### src/rtl/eep_pkg.sv
package eep_pkg;

  parameter logic [3:0] EEP_DEV_TYPE = 4'b1010;

  typedef enum logic [3:0] {
    ST_IDLE,
    ST_HDR,
    ST_HACK,
    ST_WADR,
    ST_WACK,
    ST_WDAT,
    ST_DACK,
    ST_RDAT,
    ST_RACK
  } eep_state_e;

endpackage

### src/rtl/eep_bus_sync.sv
module eep_bus_sync #(
  parameter int STAGES = 2
) (
  input  logic clk,
  input  logic rst_n,
  input  logic scl_i,
  input  logic sda_i,
  output logic scl_s,
  output logic sda_s,
  output logic scl_rise,
  output logic scl_fall,
  output logic start_ev,
  output logic stop_ev
);

  logic [STAGES-1:0] scl_ff, sda_ff;
  logic scl_d, sda_d;

  always_ff @(posedge clk or negedge rst_n) begin
    if (!rst_n) begin
      scl_ff <= '1;
      sda_ff <= '1;
      scl_d  <= 1'b1;
      sda_d  <= 1'b1;
    end else begin
      scl_ff <= {scl_ff[STAGES-2:0], scl_i};
      sda_ff <= {sda_ff[STAGES-2:0], sda_i};
      scl_d  <= scl_ff[STAGES-1];
      sda_d  <= sda_ff[STAGES-1];
    end
  end

  assign scl_s    = scl_ff[STAGES-1];
  assign sda_s    = sda_ff[STAGES-1];
  assign scl_rise = scl_s & ~scl_d;
  assign scl_fall = ~scl_s & scl_d;
  // SDA edges while SCL stays high mark bus conditions
  assign start_ev = scl_s & scl_d & sda_d & ~sda_s;
  assign stop_ev  = scl_s & scl_d & ~sda_d & sda_s;

endmodule

### src/rtl/eep_page_buf.sv
module eep_page_buf #(
  parameter int ADDR_W = 8,
  parameter int PAGE_W = 3
) (
  input  logic                     clk,
  input  logic                     rst_n,
  input  logic                     wr_en,
  input  logic [ADDR_W-1:0]        wr_addr,
  input  logic [7:0]               wr_data,
  input  logic                     clr,
  input  logic [PAGE_W-1:0]        rd_idx,
  output logic [ADDR_W-PAGE_W-1:0] row,
  output logic [7:0]               rd_data,
  output logic                     rd_valid,
  output logic                     any_valid
);

  localparam int PAGE_BYTES = 1 << PAGE_W;

  logic [PAGE_BYTES-1:0][7:0] data_q;
  logic [PAGE_BYTES-1:0]      valid_q;
  logic [ADDR_W-PAGE_W-1:0]   row_q;

  always_ff @(posedge clk or negedge rst_n) begin
    if (!rst_n) begin
      data_q  <= '0;
      valid_q <= '0;
      row_q   <= '0;
    end else if (clr) begin
      valid_q <= '0;
    end else if (wr_en) begin
      row_q <= wr_addr[ADDR_W-1:PAGE_W];
      for (int i = 0; i < PAGE_BYTES; i++) begin
        if (wr_addr[PAGE_W-1:0] == PAGE_W'(i)) begin
          data_q[i]  <= wr_data;
          valid_q[i] <= 1'b1;
        end
      end
    end
  end

  assign row       = row_q;
  assign rd_data   = data_q[rd_idx];
  assign rd_valid  = valid_q[rd_idx];
  assign any_valid = |valid_q;

  // once a page holds data, later bytes of the same write target that page
  p_row_held_r4: assert property (@(posedge clk) disable iff (!rst_n)
    (wr_en && any_valid) |-> (wr_addr[ADDR_W-1:PAGE_W] == row_q));

endmodule

### src/rtl/eep_wr_timer.sv
module eep_wr_timer #(
  parameter int PAGE_W  = 3,
  parameter int TWR_CYC = 1000
) (
  input  logic              clk,
  input  logic              rst_n,
  input  logic              go,
  output logic              busy,
  output logic              commit,
  output logic              done,
  output logic [PAGE_W-1:0] idx
);

  localparam int PAGE_BYTES = 1 << PAGE_W;
  localparam int TOTAL      = PAGE_BYTES + TWR_CYC;
  localparam int CW         = $clog2(TOTAL + 1);

  logic [CW-1:0] cnt_q;

  always_ff @(posedge clk or negedge rst_n) begin
    if (!rst_n) begin
      busy  <= 1'b0;
      cnt_q <= '0;
    end else if (go) begin
      busy  <= 1'b1;
      cnt_q <= '0;
    end else if (busy) begin
      if (done) busy <= 1'b0;
      else      cnt_q <= cnt_q + 1'b1;
    end
  end

  assign done   = busy && (cnt_q == CW'(TOTAL - 1));
  assign commit = busy && (cnt_q < CW'(PAGE_BYTES));
  assign idx    = cnt_q[PAGE_W-1:0];

  // a new write cycle is only launched from the idle state
  p_go_idle_r5: assert property (@(posedge clk) disable iff (!rst_n)
    go |-> !busy);
  p_go_starts_r5: assert property (@(posedge clk) disable iff (!rst_n)
    go |=> busy);

endmodule

### src/rtl/eep_i2c_target.sv
module eep_i2c_target
  import eep_pkg::*;
#(
  parameter int ADDR_W  = 8,
  parameter int PAGE_W  = 3,
  parameter int TWR_CYC = 1000
) (
  input  logic              clk,
  input  logic              rst_n,
  input  logic              scl_i,
  input  logic              sda_i,
  output logic              sda_oe,
  output logic [ADDR_W-1:0] mem_addr,
  output logic              mem_we,
  output logic [7:0]        mem_wdata,
  input  logic [7:0]        mem_rdata
);

  localparam int ROW_W = ADDR_W - PAGE_W;

  function automatic logic hdr_ok(input logic [7:0] b);
    return b[7:4] == EEP_DEV_TYPE;
  endfunction

  function automatic logic [ADDR_W-1:0] page_inc(input logic [ADDR_W-1:0] a);
    logic [PAGE_W-1:0] lo;
    lo = a[PAGE_W-1:0] + 1'b1;
    return {a[ADDR_W-1:PAGE_W], lo};
  endfunction

  // bus events
  logic scl_s, sda_s, scl_rise, scl_fall, start_ev, stop_ev;

  eep_bus_sync #(.STAGES(2)) sync_i (
    .clk(clk), .rst_n(rst_n), .scl_i(scl_i), .sda_i(sda_i),
    .scl_s(scl_s), .sda_s(sda_s), .scl_rise(scl_rise), .scl_fall(scl_fall),
    .start_ev(start_ev), .stop_ev(stop_ev)
  );

  // write cycle and page buffer
  logic              busy, commit, wc_done, go;
  logic [PAGE_W-1:0] wc_idx;
  logic [ROW_W-1:0]  buf_row;
  logic [7:0]        buf_rdata;
  logic              buf_rvalid, buf_any, buf_we;

  eep_wr_timer #(.PAGE_W(PAGE_W), .TWR_CYC(TWR_CYC)) timer_i (
    .clk(clk), .rst_n(rst_n), .go(go), .busy(busy), .commit(commit),
    .done(wc_done), .idx(wc_idx)
  );

  eep_page_buf #(.ADDR_W(ADDR_W), .PAGE_W(PAGE_W)) pbuf_i (
    .clk(clk), .rst_n(rst_n), .wr_en(buf_we), .wr_addr(ptr_q_w),
    .wr_data(sh_q_w), .clr(wc_done), .rd_idx(wc_idx), .row(buf_row),
    .rd_data(buf_rdata), .rd_valid(buf_rvalid), .any_valid(buf_any)
  );

  // protocol state
  eep_state_e        state_q;
  logic [3:0]        bit_q;
  logic [7:0]        sh_q;
  logic [ADDR_W-1:0] ptr_q;
  logic              rd_q, mack_q;
  logic [ADDR_W-1:0] ptr_q_w;
  logic [7:0]        sh_q_w;

  assign ptr_q_w = ptr_q;
  assign sh_q_w  = sh_q;

  logic rx_state, rx_bit_ev, rx_done_ev, quiet;
  assign rx_state   = (state_q == ST_HDR) || (state_q == ST_WADR) || (state_q == ST_WDAT);
  assign rx_bit_ev  = scl_rise && (bit_q != 4'd8);
  assign rx_done_ev = scl_fall && (bit_q == 4'd8);
  assign quiet      = busy || start_ev || stop_ev;
  assign buf_we     = (state_q == ST_WDAT) && rx_done_ev && !quiet;
  assign go         = stop_ev && buf_any && !busy;

  always_ff @(posedge clk or negedge rst_n) begin
    if (!rst_n) begin
      state_q <= ST_IDLE;
      bit_q   <= '0;
      sh_q    <= '0;
      ptr_q   <= '0;
      rd_q    <= 1'b0;
      mack_q  <= 1'b0;
    end else if (busy || stop_ev) begin
      state_q <= ST_IDLE;
      bit_q   <= '0;
    end else if (start_ev) begin
      state_q <= ST_HDR;
      bit_q   <= '0;
    end else begin
      unique case (state_q)
        ST_HDR, ST_WADR, ST_WDAT: begin
          if (rx_bit_ev) begin
            sh_q  <= {sh_q[6:0], sda_s};
            bit_q <= bit_q + 4'd1;
          end else if (rx_done_ev) begin
            bit_q <= '0;
            if (state_q == ST_HDR) begin
              if (hdr_ok(sh_q)) begin
                state_q <= ST_HACK;
                rd_q    <= sh_q[0];
              end else begin
                state_q <= ST_IDLE;
              end
            end else if (state_q == ST_WADR) begin
              ptr_q   <= ADDR_W'(sh_q);
              state_q <= ST_WACK;
            end else begin
              ptr_q   <= page_inc(ptr_q);
              state_q <= ST_DACK;
            end
          end
        end
        ST_HACK: begin
          if (scl_fall) begin
            if (rd_q) begin
              sh_q    <= mem_rdata;
              state_q <= ST_RDAT;
            end else begin
              state_q <= ST_WADR;
            end
          end
        end
        ST_WACK, ST_DACK: begin
          if (scl_fall) state_q <= ST_WDAT;
        end
        ST_RDAT: begin
          if (scl_fall) begin
            if (bit_q == 4'd7) begin
              bit_q   <= '0;
              ptr_q   <= ptr_q + 1'b1;
              state_q <= ST_RACK;
            end else begin
              sh_q  <= {sh_q[6:0], 1'b0};
              bit_q <= bit_q + 4'd1;
            end
          end
        end
        ST_RACK: begin
          if (scl_rise) mack_q <= !sda_s;
          if (scl_fall) begin
            if (mack_q) begin
              sh_q    <= mem_rdata;
              state_q <= ST_RDAT;
            end else begin
              state_q <= ST_IDLE;
            end
          end
        end
        default: state_q <= ST_IDLE;
      endcase
    end
  end

  always_comb begin
    unique case (state_q)
      ST_HACK, ST_WACK, ST_DACK: sda_oe = 1'b1;
      ST_RDAT:                   sda_oe = !sh_q[7];
      default:                   sda_oe = 1'b0;
    endcase
  end

  assign mem_addr  = busy ? {buf_row, wc_idx} : ptr_q;
  assign mem_we    = commit && buf_rvalid;
  assign mem_wdata = buf_rdata;

  // while the write cycle runs the target stays off the bus
  p_quiet_busy_r5: assert property (@(posedge clk) disable iff (!rst_n)
    busy |-> !sda_oe);
  // memory is written only inside a write cycle
  p_commit_in_cycle_r3: assert property (@(posedge clk) disable iff (!rst_n)
    mem_we |-> busy);
  // a header acknowledge needs the right type field
  p_hack_id_r1: assert property (@(posedge clk) disable iff (!rst_n)
    (state_q == ST_HACK) |-> (sh_q[7:4] == EEP_DEV_TYPE));
  // a master NACK releases the line
  p_nack_release_r9: assert property (@(posedge clk) disable iff (!rst_n)
    (state_q == ST_RACK && scl_fall && !mack_q && !rx_state) |=> !sda_oe);
  // drive is steady while SCL is high
  p_oe_hold_r11: assert property (@(posedge clk) disable iff (!rst_n)
    (scl_s && $past(scl_s) && !$past(start_ev) && !$past(stop_ev)) |-> $stable(sda_oe));

endmodule

### config.mk
export PLATFORM = sky130hd
export DESIGN_NAME = eep_i2c_target
export DESIGN_NICKNAME = d
export VERILOG_FILES = /design/src/rtl/eep_pkg.sv /design/src/rtl/eep_bus_sync.sv /design/src/rtl/eep_page_buf.sv /design/src/rtl/eep_wr_timer.sv /design/src/rtl/eep_i2c_target.sv
export SDC_FILE = /design/constraint.sdc
export NUM_CORES = 1
export LEC_CHECK = 0
export ABC_AREA = 0
export BUFFER_PORTS_ARGS = -buffer_cell sky130_fd_sc_hd__buf_2
export CAP_MARGIN = 20
export CELL_PAD_IN_SITES_DETAIL_PLACEMENT = 1
export CELL_PAD_IN_SITES_GLOBAL_PLACEMENT = 1
export CORE_MARGIN = 4
export CORE_UTILIZATION = 25
export CTS_CLUSTER_SIZE = 40
export DETAILED_ROUTE_END_ITERATION = 10
export PLACE_DENSITY_LB_ADDON = 0.1
export RECOVER_POWER = 50
export SYNTH_ARGS = -nofsm -noshare
export SYNTH_HDL_FRONTEND = slang
export SYNTH_SLANG_ARGS = --single-unit
### constraint.sdc
create_clock -name clk -period 5.9 [get_ports clk]
set_input_delay 0.59 -clock clk [delete_from_list [all_inputs] [get_ports clk]]
set_output_delay 0.59 -clock clk [all_outputs]
set_load 0.005 [all_outputs]
==> reports/metrics.yaml <==
run_status:
  status: "finished with violations"
  violations: "capacitance limit, slew limit"
pwr:
  irDropWorstVdd_uv: 178
  p_seq_share_pct: 39.8
  p_sw_share_pct: 33.9
  comb_power_share_pct: 20.4
  p_leak_uw: 0.00328
  pwr-share-clk_pct: 39.8
  intPower_uw: 1890
  powerDensity_mw_per_mm2: 392
  p_sw_uw: 969
detailed_routing:
  postRouteAntennaNets: 0
  wl_um: 17200
  drtIter0Drc: 181
  drt_pass1_iterations: 4
  viasPerCell: 4.80
  drc: 0
  num_vias: 4216
  wire_per_inst_um: 19.5
clock_tree:
  cts_tree: "yes"
  insertion_delay_ns: 0.42
  cts.sinks: 120
  cts_made_buffers: 17
  cts_resized: 0
  cts_root_buffer: "clkbuf_16"
  cts_setup_buffers: 0
  clockBufferDepth: 2
  clk_pin_slew_worst_paths_ns: 0.06
  ctsHoldBuffers: 0
  htree_num_levels: 4
critical_path:
  critPathArrivalTime_ns: 3.86
  cp-end-kind: "async pin"
  path_cells: "clkbuf_1 -> buf_4"
  worstSetupPathType: "input pin to async pin"
  crit_path_start_kind: "input pin"
  critical_path.slowest_cell: "clkbuf_1"
  slowest_delay_ns: 2.24
  crit_fanout: 63
  crit_buf_inv: 2
  cp_top_family: "buffers and inverters"
  required_ns: 6.34
floorplanning:
  initial_core_util_pct: 25.4
  ios: 30
  die-area_mm2: 0.0274
  die_h_um: 165
  die_w_um: 165
  core_mm2: 0.0244
  rows: 57
sta:
  tightest_slew_ns: 3.26
  skew_ns: 0.00702
  setup-violations-final: 0
  fin_crit_sh_pct: 58.0
  maxSlewHeadroom_pct: -117
  post-route-min-period_ns: 3.42
  grt_setup_unrepaired: "no"
  clock.fmax_mhz: 292
  setup_tns_ns: 0
  drv_slew: 59
  hold_violations: 0
  worst_slack_ns: 2.48
global_routing:
  track_usage_pct: 13.6
  grt_antenna_before_repair: 0
  grt_overflow_total: 0
  grt_pass1_wl_um: 28000
  grt_max_degree: 64
  grt_pass1_vias: 4609
yosys:
  synth.area.top_cells: "dfrtp_1, mux2_2, mux4_2"
  ys.flop_type: "dfrtp_1"
  syn-num-nets: 540
  synth_edf_count: 0
  yosysTopAreaCell: "dfrtp_1"
  syn-cell-area_mm2: 0.00620
  synth-seq-cells: 120
  ys_seq_area_share_pct: 48.6
  yosysWarnings: 0
  synth_cells: 519
  syn_avg_cell_area_um2: 11.9
  synth_common_cells: "dfrtp_1, mux2_2, nand2_1, o21ai_0, clkbuf_1"
  synth.top_cell.area_share_pct: 46.0
  synthArstFlopShare_pct: 100
  synth_cell_type_count: 57
  synth.most_common_cell: "dfrtp_1"
placed_design:
  dpl_cell_area_mm2: 0.00666
  dp_slack_ns: 3.31
  hpwl_um: 11400
  port_buffers: 29
  routabilityCongestion: 0.789
layout:
  final_nets: 562
  drive_gt1_share_pct: 35.4
  areaGrowthSynthToFinish_pct: 17.7
  final_cell_area_mm2: 0.00729
  fin_util_pct: 29.9
  antenna_cells: 0
flow_run:
  cap_violations: 1
hold_path:
  hold_path_class: "input pin to register"
registers in the layout, indices dropped and copies added (netlist names), 4 cells and up:
register        flops
bit_q               4
pbuf_i.valid_q      8
sh_q                8
pbuf_i.row          5
pbuf_i.data_q      64
state_q             4
ptr_q               8
timer_i.cnt_q      10
stage by stage:
stage | cells | hold WS [ns] | power, uW
finish | 878 | 0.273 | 2860
global route | 878 | 0.239 | 3040
CTS | 878 | 0.250 | 2910
detailed placement | 846 | 0.356 | 1750
global placement | 846 | 0.350 | 1740
floorplan | 519 | 0.294 | 1500
cells by family after synthesis:
| group | Yosys count | synth area share [%] |
|---|---|---|
| xor gates and xnor gates | 4 | 0.565 |
| adders and majority gates | 9 | 1.82 |
| muxes | 122 | 25.3 |
| AOI/OAI and AO/OA | 76 | 7.37 |
| buffers and inverters | 46 | 3.11 |
| and+or+nand+nor | 142 | 13.3 |
| DFF | 120 | 48.6 |
path summary, 6_finish.rpt:
kind | from | endpoint | slack, ns | cells after the start
min | scl_i | sync_i.scl_ff[0]$_DFF_PN1_ | 0.27 | 1
max reg2reg | sync_i.sda_ff[1]$_DFF_PN1_ | pbuf_i.data_q[17]$_DFFE_PN0P_ | 3.27 | 6
min in group asynchronous | rst_n | timer_i.cnt_q[8]$_DFFE_PN0P_ | 1.24 | 1
max in group clk | timer_i.cnt_q[0]$_DFFE_PN0P_ | mem_wdata[5] | 3.15 | 4
min reg2reg | sync_i.scl_ff[0]$_DFF_PN1_ | sync_i.scl_ff[1]$_DFF_PN1_ | 0.37 | 0
max | rst_n | state_q[2]$_DFFE_PN0P_ | 2.48 | 2
cells in the final DEF, fill, tap and decap left out, types with 4 or more instances in the layout:
master     count
a21oi_1       16
o31ai_1        4
buf_2         28
nand2b_1       5
nand2_1       44
buf_4          6
inv_1         13
or3_1          6
ha_1           9
nor2b_1        5
mux2i_1        6
a31oi_1        4
mux2_2        95
dfrtp_1      114
clkbuf_16     17
mux4_2        18
nand4_1        4
nand3_1       18
nand3b_1       5
nor4_1         7
bufinv_16      4
nor3_1         4
inv_6          4
nor2_1        16
o21ai_0       34
metal layers:
layer	part of all wire, %	track usage [%]	vias to the layer above
met4	1.6	4.24	0
met5	0	0	-
met2	44	20.1	46
met3	2.4	2.90	14
met1	52	19.8	2200
li1	-	-	1956
cell type report:
class | instances | area (um2)
sequential | 120 | 3010
multi-input combinational | 353 | 3000
tap | 324 | 405
clock inverter | 15 | 215
inverter | 14 | 52.6
timing repair buffer | 35 | 189
fill | 2695 | 17100
clock buffer | 17 | 425
power groups by stage:
stage | registers, uW | clock network (uW) | logic (uW)
after floorplan | 960 | 0 | 545
after global placement | 1160 | 0 | 583
after detailed placement | 1160 | 0 | 593
after CTS | 1140 | 1170 | 597
after global routing | 1170 | 1210 | 661
final | 1140 | 1140 | 584
Power figures use the tool's default switching activity.
